==> config.mk <==
export PLATFORM = sky130hd
export DESIGN_NAME = can_err_frame_seq
export DESIGN_NICKNAME = d
export VERILOG_FILES = /design/src/rtl/can_ef_pkg.sv /design/src/rtl/can_ef_bitpos.sv /design/src/rtl/can_ef_errcnt.sv /design/src/rtl/can_ef_fsm.sv /design/src/rtl/can_err_frame_seq.sv
export SDC_FILE = /design/constraint.sdc
export NUM_CORES = 1
export LEC_CHECK = 0
export BUFFER_PORTS_ARGS = -buffer_cell sky130_fd_sc_hd__buf_2
export CAP_MARGIN = 5
export CORE_ASPECT_RATIO = 1.4
export CORE_MARGIN = 5
export CORE_UTILIZATION = 45
export CTS_CLUSTER_SIZE = 28
export DETAILED_ROUTE_END_ITERATION = 10
export GPL_ROUTABILITY_DRIVEN = 0
export MAX_ROUTING_LAYER = met4
export PLACE_DENSITY = 0.69
export SLEW_MARGIN = 20
export SYNTH_ARGS = -nofsm -noshare
export SYNTH_HDL_FRONTEND = slang
export SYNTH_SLANG_ARGS = --single-unit
==> constraint.sdc <==
create_clock -name clk -period 2.7 [get_ports clk]
set_clock_uncertainty 0.05 [all_clocks]
set_input_delay 0.54 -clock clk [delete_from_list [all_inputs] [get_ports clk]]
set_output_delay 0.54 -clock clk [all_outputs]
set_load 0.02 [all_outputs]
==> src/rtl/can_ef_pkg.sv <==
package can_ef_pkg;

  typedef enum logic [1:0] {
    PH_IDLE  = 2'd0,
    PH_FLAG  = 2'd1,
    PH_WAIT  = 2'd2,
    PH_DELIM = 2'd3
  } ef_phase_t;

  localparam logic LVL_DOM = 1'b0;
  localparam logic LVL_REC = 1'b1;

endpackage

==> src/rtl/can_ef_bitpos.sv <==
// Bit index counter: loads 1, advances per bit, saturates at MAXV.
module can_ef_bitpos #(
  parameter int MAXV = 13,
  parameter int W    = $clog2(MAXV + 1)
) (
  input  logic         clk,
  input  logic         rst,
  input  logic         load,
  input  logic         adv,
  output logic [W-1:0] pos
);
  localparam logic [W-1:0] TOP = W'(MAXV);
  localparam logic [W-1:0] ONE = W'(1);

  always_ff @(posedge clk) begin
    if (rst) begin
      pos <= '0;
    end else if (load) begin
      pos <= ONE;
    end else if (adv && pos != TOP) begin
      pos <= pos + ONE;
    end
  end
endmodule

==> src/rtl/can_ef_errcnt.sv <==
// Saturating receive error counter with clear priority.
module can_ef_errcnt #(
  parameter int W   = 8,
  parameter int PEN = 8
) (
  input  logic         clk,
  input  logic         rst,
  input  logic         clr,
  input  logic         inc,
  input  logic         pen,
  output logic [W-1:0] cnt
);
  localparam int SUM_W = W + $clog2(PEN + 2) + 1;
  localparam logic [W-1:0]     CNT_MAX = '1;
  localparam logic [SUM_W-1:0] SUM_CAP = SUM_W'(CNT_MAX);

  logic [SUM_W-1:0] sum;

  always_comb begin
    sum = SUM_W'(cnt) + SUM_W'(inc);
    if (pen) sum = sum + SUM_W'(PEN);
  end

  always_ff @(posedge clk) begin
    if (rst || clr) begin
      cnt <= '0;
    end else if (sum > SUM_CAP) begin
      cnt <= CNT_MAX;
    end else begin
      cnt <= sum[W-1:0];
    end
  end
endmodule

==> src/rtl/can_ef_fsm.sv <==
// Phase sequencer: flag, wait for recessive, delimiter.
module can_ef_fsm
  import can_ef_pkg::*;
#(
  parameter int FLAG_LEN    = 6,
  parameter int DELIM_EXTRA = 7,
  parameter int MAX_DOM     = 12,
  parameter int POS_W       = 4
) (
  input  logic             clk,
  input  logic             rst,
  input  logic             bit_tick,
  input  logic             rx_bit,
  input  logic             err_det,
  input  logic             is_receiver,
  input  logic [POS_W-1:0] pos,
  output logic             pos_load,
  output logic             pos_adv,
  output logic             pen,
  output ef_phase_t        phase,
  output logic             tx_bit,
  output logic             done,
  output logic             overrun
);
  localparam logic [POS_W-1:0] FLAG_LAST   = POS_W'(FLAG_LEN);
  localparam logic [POS_W-1:0] FIRST_AFTER = POS_W'(FLAG_LEN + 1);
  localparam logic [POS_W-1:0] RUN_LIMIT   = POS_W'(MAX_DOM);
  localparam logic [POS_W-1:0] DELIM_LAST  = POS_W'(DELIM_EXTRA);

  ef_phase_t state_d;
  logic      rcv_q;
  logic      set_ovr;
  logic      fin;

  always_comb begin
    state_d  = phase;
    pos_load = 1'b0;
    pos_adv  = 1'b0;
    pen      = 1'b0;
    set_ovr  = 1'b0;
    fin      = 1'b0;
    if (bit_tick) begin
      unique case (phase)
        PH_IDLE: begin
          if (err_det) begin
            state_d  = PH_FLAG;
            pos_load = 1'b1;
          end
        end
        PH_FLAG: begin
          pos_adv = 1'b1;
          if (pos == FLAG_LAST) state_d = PH_WAIT;
        end
        PH_WAIT: begin
          if (rx_bit == LVL_REC) begin
            state_d  = PH_DELIM;
            pos_load = 1'b1;
          end else begin
            pos_adv = 1'b1;
            if (pos == FIRST_AFTER && rcv_q) pen = 1'b1;
            if (pos > RUN_LIMIT) set_ovr = 1'b1;
          end
        end
        PH_DELIM: begin
          if (pos == DELIM_LAST) begin
            state_d = PH_IDLE;
            fin     = 1'b1;
          end else begin
            pos_adv = 1'b1;
          end
        end
        default: state_d = PH_IDLE;
      endcase
    end
  end

  always_ff @(posedge clk) begin
    if (rst) begin
      phase   <= PH_IDLE;
      rcv_q   <= 1'b0;
      tx_bit  <= LVL_REC;
      done    <= 1'b0;
      overrun <= 1'b0;
    end else begin
      phase  <= state_d;
      tx_bit <= (state_d == PH_FLAG) ? LVL_DOM : LVL_REC;
      done   <= fin;
      if (set_ovr) overrun <= 1'b1;
      if (phase == PH_IDLE && state_d == PH_FLAG) rcv_q <= is_receiver;
    end
  end
endmodule

==> src/rtl/can_err_frame_seq.sv <==
module can_err_frame_seq
  import can_ef_pkg::*;
#(
  parameter int FLAG_LEN    = 6,
  parameter int DELIM_EXTRA = 7,
  parameter int MAX_DOM     = 12,
  parameter int CNT_W       = 8,
  parameter int PENALTY     = 8
) (
  input  logic             clk,
  input  logic             rst,
  input  logic             bit_tick,
  input  logic             rx_bit,
  input  logic             err_det,
  input  logic             is_receiver,
  input  logic             rec_inc,
  input  logic             rec_clr,
  output logic             tx_bit,
  output logic [1:0]       phase_o,
  output logic             done,
  output logic             overrun,
  output logic [CNT_W-1:0] rec_cnt
);
  localparam int POS_MAX = (MAX_DOM + 1 > DELIM_EXTRA) ? MAX_DOM + 1 : DELIM_EXTRA;
  localparam int POS_W   = $clog2(POS_MAX + 1);

  logic [POS_W-1:0] pos;
  logic             pos_load;
  logic             pos_adv;
  logic             pen;
  ef_phase_t        phase;

  can_ef_bitpos #(.MAXV(POS_MAX), .W(POS_W)) u_pos (
    .clk  (clk),
    .rst  (rst),
    .load (pos_load),
    .adv  (pos_adv),
    .pos  (pos)
  );

  can_ef_fsm #(
    .FLAG_LEN    (FLAG_LEN),
    .DELIM_EXTRA (DELIM_EXTRA),
    .MAX_DOM     (MAX_DOM),
    .POS_W       (POS_W)
  ) u_fsm (
    .clk         (clk),
    .rst         (rst),
    .bit_tick    (bit_tick),
    .rx_bit      (rx_bit),
    .err_det     (err_det),
    .is_receiver (is_receiver),
    .pos         (pos),
    .pos_load    (pos_load),
    .pos_adv     (pos_adv),
    .pen         (pen),
    .phase       (phase),
    .tx_bit      (tx_bit),
    .done        (done),
    .overrun     (overrun)
  );

  can_ef_errcnt #(.W(CNT_W), .PEN(PENALTY)) u_cnt (
    .clk (clk),
    .rst (rst),
    .clr (rec_clr),
    .inc (rec_inc),
    .pen (pen),
    .cnt (rec_cnt)
  );

  assign phase_o = phase;
endmodule

# == Yosys cells after proc, flatten, opt, wreduce, memory -nomap -nowiden ==
# Index checks and enable logic that the tools add are counted.
# word_totals
reg_bits,18
in_bits,8
out_inout_bits,13
word_cells,58
# op_classes
addsub,3
magnitude_cmp,2
n_eq_ne,7
mux,28
bitwise,2
n_reduce_logical,8
# op_table
operator,count
two-way mux 1 bit,18
"adder 13 x 4 -> 13 bit, second input constant",1
"greater-than comparator 13 x 8 -> 1 bit, second input constant",1
two-way mux 13 bit,1
two-way mux 2 bit,5
adder 8 x 1 -> 9 bit,1
"== test 4 x 3 -> 1 bit, second input constant",2
two-way mux 8 bit,1
one-hot mux 2 bit (4 select lines),1
"adder 4 x 1 -> 4 bit, second input constant",1
"== test 2 x 1 -> 1 bit, second input constant",2
"== test 2 bit, second input constant",2
"greater-than comparator 4 bit, second input constant",1
"inequality test 4 bit, second input constant",1
logical AND 1 bit,3
one-hot mux 1 bit (3 select lines),1
OR reduction 3 bit,1
logical NOT 2 bit,1
inverter 1 bit,2
one-hot mux 1 bit (2 select lines),1
nonzero test 2 bit,1
OR reduction 2 bit,1
logical OR 1 bit,1

# == Depth between registers and ports, before layout ==
# Gate-level depths: netlist of run 1.
# logic_depth
depth_word,9
depth_mapped,10

# == Cells and area by module ==
# From an unflattened synthesis of run 1, not the netlist that was laid out.
# unflattened
hier_cells,120
hier_area_um2,1093.5
# modules_own_cells
mod,n_inst,cells_per_inst,area_per_inst_um2
can_ef_errcnt,1,57,544.3
can_ef_fsm,1,40,342.8
can_ef_bitpos,1,23,206.4

# == Worst setup path before layout of run 1 ==
# OpenSTA, ideal clock, no wires.
# synth_path
path_kind,input-to-reg
start,in rec_inc
end,reg u_cnt.cnt[7]
setup_time_ps,91
t_arrival_ps,2118
t_required_ps,2559
slack_ps,441
cell_stages,10
path_buffers,1
cell_sequence,ha_1 -> ha_1 -> buf_2 -> nand3_1 -> xnor2_1 -> ha_1 -> nand4_2 -> a311oi_2 -> nor3_1 -> a311oi_1
# synth_between
elab_chain_len,5
# synth_lines
element,line_no,rtl
from (decl),can_err_frame_seq.sv:16,"input logic rec_inc,"
adder 8 x 1 -> 9 bit (*),can_ef_errcnt.sv:20,sum = SUM_W'(cnt) + SUM_W'(inc);
adder 13 x 4 -> 13 bit,can_ef_errcnt.sv:21,if (pen) sum = sum + SUM_W'(PEN);
two-way mux 13 bit (*),can_ef_errcnt.sv:21,
greater-than comparator 13 x 8 -> 1 bit,can_ef_errcnt.sv:27,end else if (sum > SUM_CAP) begin
two-way mux 8 bit (*),can_ef_errcnt.sv:27,
to (signal assigned),can_ef_errcnt.sv:30,cnt <= sum[W-1:0];
to (decl),can_ef_errcnt.sv:11,output logic [W-1:0] cnt
# Mark *: on every way between the ends. The rest lies on a longest branch, timed or not.
# A chain may end at the register's enable or synchronous reset.

# == Worst setup path in the final report of run 1 ==
# layout_path
start,reg u_cnt.cnt[1]
end,reg u_cnt.cnt[7]
# layout_between
elab_chain_len,5
# layout_lines
element,line_no
adder 8 x 1 -> 9 bit (*),can_ef_errcnt.sv:20
adder 13 x 4 -> 13 bit,can_ef_errcnt.sv:21
two-way mux 13 bit (*),can_ef_errcnt.sv:21
greater-than comparator 13 x 8 -> 1 bit,can_ef_errcnt.sv:27
two-way mux 8 bit (*),can_ef_errcnt.sv:27
# Marks and branches as above.

==> results of run 1 <==
metal layers:
metal	up-vias	share of wire (%)	track usage (%)
li1	553	-	-
met1	502	40	16.7
met2	41	52	27.1
met3	14	4.1	2.13
met4	0	3.8	8.52
met5	-	0	-
critical path, delay by kind of cell, from the launching register on:
family / cells / cell delay [ns]
adders and majority gates: 2 / 0.57
AOI/OAI and AO/OA: 2 / 0.56
DFF: 1 / 0.47
and+or+nand+nor: 3 / 0.35
xor gates and xnor gates: 1 / 0.25
cell usage after synthesis, types with 2 or more instances:
cell type / instances
dfxtp_1: 18
nor2_1: 14
nand2_1: 12
a21oi_1: 10
ha_1: 8
nand3_1: 8
o21ai_0: 7
xnor2_1: 7
a31oi_1: 5
nand2b_1: 5
nor3_1: 5
inv_1: 4
mux2i_1: 3
nand4b_1: 3
xor2_1: 3
and3_1: 2
buf_2: 2
nor2b_1: 2
nor3b_1: 2
nor4_1: 2
o21bai_1: 2
power groups by stage:
| stage | clock, mW | combinational, mW | sequential [mW] |
|---|---|---|---|
| 2_1_floorplan | 0 | 0.0242 | 0.286 |
| 3_3_place_gp | 0 | 0.0434 | 0.283 |
| 3_5_place_dp | 0 | 0.0450 | 0.284 |
| 4_1_cts | 0.135 | 0.0451 | 0.278 |
| 5_1_grt | 0.144 | 0.0509 | 0.278 |
| 6_report | 0.128 | 0.0445 | 0.278 |
cells by family (layout without fill, tap and decap cells):
kind of cell,after synthesis,in the layout,share of synthesized area [%]
AND/OR/NAND/NOR,64,64,29.9
AO/OA/AOI/OAI,30,30,16.7
buffers and inverters,7,28,2.48
multiplexers,4,4,3.56
XOR/XNOR,10,10,7.56
adder cells (fa/ha/maj),8,8,8.64
flip-flops,18,18,31.1
flip-flops by register name, summed over array words and instances, names as in the netlist:
name / flops
u_cnt.cnt: 8
u_pos.pos: 4
u_fsm.phase: 2
u_fsm.done: 1
u_fsm.overrun: 1
u_fsm.rcv_q: 1
u_fsm.tx_bit: 1
cell usage in the layout, fill, tap and decap left out, types with 2 or more instances in the layout:
master / count
dfxtp_1: 18
ha_1: 8
nand2_1: 12
nor3b_1: 2
nor3_1: 5
xnor2_1: 7
nor2_1: 14
o21ai_0: 7
nor2b_1: 2
nand4b_1: 3
nor4_1: 2
and3_1: 2
buf_2: 20
a31oi_1: 5
inv_1: 4
xor2_1: 3
clkbuf_4: 3
o21bai_1: 2
nand3_1: 8
nand2b_1: 5
a21oi_1: 10
mux2i_1: 3
through the flow:
step | power, mW | worst slack, ns | cells | area (um^2)
2_1_floorplan | 0.311 | 0.441 | 141 | 1160
3_3_place_gp | 0.327 | 0.278 | 193 | 1290
3_5_place_dp | 0.329 | 0.141 | 193 | 1290
4_1_cts | 0.458 | 0.371 | 196 | 1320
5_1_grt | 0.473 | 0.215 | 196 | 1320
6_report | 0.450 | 0.355 | 196 | 1320
final timing paths:
| kind | from | depth (start not counted) | to | slack [ns] |
|---|---|---|---|---|
| min | u_fsm.overrun$_SDFFE_PP0P_ | 2 | u_fsm.overrun$_SDFFE_PP0P_ | 0.43 |
| max | u_cnt.cnt[1]$_SDFF_PP0_ | 8 | u_cnt.cnt[7]$_SDFF_PP0_ | 0.36 |
| max reg2reg | u_cnt.cnt[1]$_SDFF_PP0_ | 8 | u_cnt.cnt[7]$_SDFF_PP0_ | 0.36 |
| min reg2reg | u_fsm.overrun$_SDFFE_PP0P_ | 2 | u_fsm.overrun$_SDFFE_PP0P_ | 0.43 |
final cells by class:
type,instances,area (um^2)
Inverter,4,15.0
Fill cell,255,1130
Sequential cell,18,360
Tap cell,34,42.5
Timing Repair Buffer,21,108
Multi-Input combinational cell,116,769
Clock buffer,3,22.5
==> impl_results.md, run 1 <==
* Status: finished, final reports clean
* CP startpoint kind: register
* Root buffer selected by CTS: clkbuf_4
* Die X at 52.9 um
* Max cap viols at 0
* Avg Cell Area, Syn at 8.22 um^2
* Top post-synthesis cells by area: dfxtp_1 (31%), ha_1 (8.6%), xnor2_1 (5.3%)
* EDFF count, synth at 0
* Slew Limit Fails at 0
* Static leakage at 0.546 nW
* Vias per std cell at 5.66
* Clk_lat worst skew at 0.28 ns
* CP Data Required Time at 2.85 ns
* CTS tree: yes
* Tmin final at 2.34 ns
* Starting Density at 47.4%
* Highest Clock Rate at 426 MHz
* Area Overhead vs Synth at 13.7%
* Cts repair resizes at 0
* Internal at 0.341 mW
* Final setup TNS at 0 ns
* Cell Chain, Critical Path: ha_1, nand3_1, xnor2_1, ha_1, nand4_2, a311oi_2, nor3_1, a311oi_1
* IO buf count at 20
* Core Util, Final at 53.9%
* Std-Cell Rows at 21
* IO Pins at 21
* Num CTS Buffers at 3
* Vias in the first global route at 1,052
* Critical Path AT at 2.49 ns
* Wire per inst at 14.3 um
* Initial antenna violation count at 0
* Total die area at 3700 um^2
* Cell accounting for the most synthesized area: dfxtp_1
* Async S/R FF share, synth at 0%
* PwrDens at 342 nW/um^2
* Postcts setup bufs at 0
* Mapped Area at 1160 um^2
* Ys flop type: dfxtp_1
* Clock share of power at 28.4%
* Synth top area share at 31.1%
* Clock slew at reported path FFs at 0.10 ns
* Syn_nets at 157
* Core Footprint at 2440 um^2
* Crit Path Category: reg2reg
* Post-synthesis cell count at 141
* # hold bufs at CTS at 0
* # DRC at 0
* Hpwl dp at 2200 um
* Sequential area share after synthesis at 31.1%
* Via count at 1,110
* Final period util at 86.8%
* Die height at 70.0 um
* Crit path top cell by count: ha_1
* Setup violations, final at 0
* Worst min path class: reg2reg
* Final hold vios at 0
* Global-route usage over all layers at 15.8%
* Slowest CP cell: dfxtp_1
* WL final at 2800 um
* H-tree depth at 1
* Slew margin rel. at 68.5%
* Antenna-violating nets left at 0
* Number of antenna diodes at 0
* Largest net degree at the start of global routing at 12
* Total gr overflow at 0
* Unrepaired setup endpoints after global routing: no
* Final #Nets at 180
* Net Switching at 0.110 mW
* Worst Setup End Kind: register
* CTS Buffer Depth at 2
* CP max stage delay at 0.47 ns
* Share of cells above drive strength 1 at 18.5%
* Yosys reg bits at 18
* Sequential cell fraction of total power at 61.7%
* Logic gate share of total power at 9.9%
* Sw Ratio at 24.3%
* First-pass GRT wire length at 4420 um
* First drt pass iteration count at 4
* Cell variety after synth at 38
* Maximum fanout along the worst path at 8
* Max IR drop VDD at 0.243 mV
* DR iter-0 viols at 38
* CTS sink cnt at 18
* Synth warn at 0
* Hold Slack at 0.426 ns
* Worst-margin pin slew at 0.460 ns
(Power assumes the default switching activity.)
==> run 2: changes to the inputs <==
==> constraint.sdc (replaced) <==
create_clock -name clk -period 2.7 [get_ports clk]
set_clock_uncertainty 0.05 [all_clocks]
set_input_delay 0.81 -clock clk [delete_from_list [all_inputs] [get_ports clk]]
set_output_delay 0.81 -clock clk [all_outputs]
set_load 0.02 [all_outputs]
==> impl_results.md, run 2 (synthesis gave the netlist of run 1 again) <==
* Status: finished, final reports clean (unchanged)
* CTS Buffer Depth at 2 (unchanged)
* Cts repair resizes at 0 (unchanged)
* Buffers & Inverters on Critical Path at 1 (was 0)
* Sw Ratio at 24.3% (about the same)
* Area Overhead vs Synth at 15.0% (was 13.7%)
* Cell Chain, Critical Path: buf_2, ha_1, ha_1, nand3_1, xnor2_1, ha_1, nand4_2, a311oi_2, nor3_1, a311oi_1 (was ha_1, nand3_1, xnor2_1, ha_1, nand4_2, a311oi_2, nor3_1, a311oi_1)
* Worst-margin pin slew at 0.361 ns (was 0.460 ns)
* Net Switching at 0.109 mW (was 0.110 mW)
* Via count at 1,094 (was 1,110)
* Crit Path Category: in2reg (was reg2reg)
* M1 WL at 1050 um (was 1130 um)
* Unrepaired setup endpoints after global routing: no (unchanged)
* Highest Clock Rate at 423 MHz (was 426 MHz)
* Max FFs per register at 8 (unchanged)
* Hold path endpoint: u_fsm.overrun$_SDFFE_PP0P_ (unchanged)
* # hold bufs at CTS at 0 (unchanged)
* R2R depth at 8 (unchanged)
* Clock slew at reported path FFs at 0.10 ns (about the same)
* Met3 wire length at 120 um (was 114 um)
* Worst min path class: reg2reg (unchanged)
* Slowest CP cell: a311oi_2 (was dfxtp_1)
* Hold path cells at 2 (unchanged)
* Tmin final at 2.36 ns (was 2.34 ns)
* Final hold vios at 0 (unchanged)
* CTS tree: yes (unchanged)
* Total gr overflow at 0 (unchanged)
* Die X at 52.9 um (unchanged)
* Final setup TNS at 0 ns (unchanged)
* Reg2reg start: u_cnt.cnt[1]$_SDFF_PP0_ (unchanged)
* Met2 WL at 1430 um (was 1450 um)
* Largest regs: u_cnt.cnt x8, u_pos.pos x4, u_fsm.phase x2 (unchanged)
* Core Footprint at 2440 um^2 (unchanged)
* Commonest cells after routing, fill and taps aside: buf_2 (20), dfxtp_1 (18), nor2_1 (14), nand2_1 (12), a21oi_1 (10) (unchanged)
* Total die area at 3700 um^2 (unchanged)
* Global-route usage over all layers at 16.1% (was 15.8%)
* CP startpoint kind: input port (was register)
* First drt pass iteration count at 4 (unchanged)
* Final #Nets at 182 (was 180)
* Sequential cell fraction of total power at 61.6% (was 61.7%)
* PwrDens at 338 nW/um^2 (was 342 nW/um^2)
* Slew Limit Fails at 0 (unchanged)
* Starting Density at 47.4% (unchanged)
* CTS sink cnt at 18 (unchanged)
* Final period util at 87.6% (was 86.8%)
* WL final at 2620 um (was 2800 um)
* Vias in the first global route at 1,046 (was 1,052)
* Vias per std cell at 5.53 (was 5.66)
* Antenna-violating nets left at 0 (unchanged)
* Max IR drop VDD at 0.214 mV (was 0.243 mV)
* Crit path top cell by count: ha_1 (unchanged)
* R2r endpoint: u_cnt.cnt[7]$_SDFF_PP0_ (unchanged)
* Logic gate share of total power at 10.0% (was 9.9%)
* First-pass GRT wire length at 4510 um (was 4420 um)
* # DRC at 0 (unchanged)
* Min-delay src: u_fsm.overrun$_SDFFE_PP0P_ (unchanged)
* IO Pins at 21 (unchanged)
* Slew margin rel. at 75.3% (was 68.5%)
* Tot Pwr at 0.451 mW (was 0.450 mW)
* Maximum fanout along the worst path at 2 (was 8)
* Delay-heaviest family, CP: adder cells (unchanged)
* R2r setup slk at 0.59 ns (was 0.36 ns)
* Instance count on the critical path at 10 (was 8)
* Largest net degree at the start of global routing at 12 (unchanged)
* Num CTS Buffers at 3 (unchanged)
* H-tree depth at 1 (unchanged)
* IO buf count at 20 (unchanged)
* DR iter-0 viols at 26 (was 38)
* CP Data Required Time at 2.85 ns (about the same)
* Internal at 0.341 mW (about the same)
* Static leakage at 0.557 nW (was 0.546 nW)
* Postcts setup bufs at 0 (unchanged)
* Largest Register: u_cnt.cnt (unchanged)
* Number of antenna diodes at 0 (unchanged)
* Hpwl dp at 2170 um (was 2200 um)
* Critical Path AT at 2.52 ns (was 2.49 ns)
* CP max stage delay at 0.30 ns (was 0.47 ns)
* Max layer used: met4 (unchanged)
* Clock share of power at 28.5% (was 28.4%)
* Clk_lat worst skew at 0.29 ns (was 0.28 ns)
* Initial antenna violation count at 0 (unchanged)
* Wire per inst at 13.2 um (was 14.3 um)
* Root buffer selected by CTS: clkbuf_4 (unchanged)
* Setup violations, final at 0 (unchanged)
* Most common cell after layout, fill and taps aside: buf_2 (unchanged)
* Std-Cell Rows at 21 (unchanged)
* Share of cells above drive strength 1 at 19.5% (was 18.5%)
* Max cap viols at 0 (unchanged)
* Die height at 70.0 um (unchanged)
* Worst Setup End Kind: register (unchanged)
[run 2: changes by cell type in the layout (fill, tap and decap cells not counted)]
| cell | delta |
|---|---|
| buf_4 | +2 |
[run 2: metal layers]
metal | vias up | track usage (%)
met5 | - | -
met4 | 0 | 5.97
met3 | 2 | 1.91
met2 | 33 | 27.5
met1 | 499 | 18.7
li1 | 560 | -
[run 2: stage by stage]
| step | worst slack, ns | instance area (um^2) | hold slack [ns] | std cells | util [%] |
|---|---|---|---|---|---|
| 6_report | 0.335 | 1330 | 0.430 | 198 | 54.5 |
| 5_1_grt | 0.163 | 1330 | 0.494 | 198 | 54.5 |
| 4_1_cts | 0.351 | 1330 | 0.442 | 198 | 54.5 |
| 3_5_place_dp | 0.0583 | 1310 | 0.418 | 195 | 53.6 |
| 3_3_place_gp | 0.0961 | 1310 | 0.408 | 195 | 53.6 |
| 2_1_floorplan | 0.171 | 1160 | 0.407 | 141 | - |
[run 2: final cells by class]
type	count	area, um^2
clock buffers	3	22.5
fillers	243	1110
inverters	4	15.0
multi-input cells	116	769
repair buffers	23	123
well taps	34	42.5
flip-flops and latches	18	360
[run 2: power by group through the flow]
| stage | Sequential [mW] | Combinational [mW] | Clock [mW] |
|---|---|---|---|
| floorplan | 0.286 | 0.0242 | 0 |
| global placement | 0.283 | 0.0441 | 0 |
| detailed placement | 0.284 | 0.0452 | 0 |
| CTS | 0.277 | 0.0455 | 0.136 |
| global route | 0.278 | 0.0516 | 0.148 |
| finish | 0.277 | 0.0449 | 0.128 |
[run 2: worst min-delay path: stages (launching register included)]
cell	delay [ns]
dfxtp_1	0.34
a21oi_1	0.04
nor2_1	0.07
[run 2: worst max path at each step]
stage,slack [ns],endpoint,startpoint
floorplan,0.17,u_cnt.cnt[7]$_SDFF_PP0_,rec_inc
global placement,0.1,u_cnt.cnt[7]$_SDFF_PP0_,rec_inc
detailed placement,0.06,u_cnt.cnt[7]$_SDFF_PP0_,rec_inc
CTS,0.35,u_cnt.cnt[7]$_SDFF_PP0_,rec_inc
global route,0.16,u_cnt.cnt[7]$_SDFF_PP0_,rec_inc
finish,0.34,u_cnt.cnt[7]$_SDFF_PP0_,rec_inc
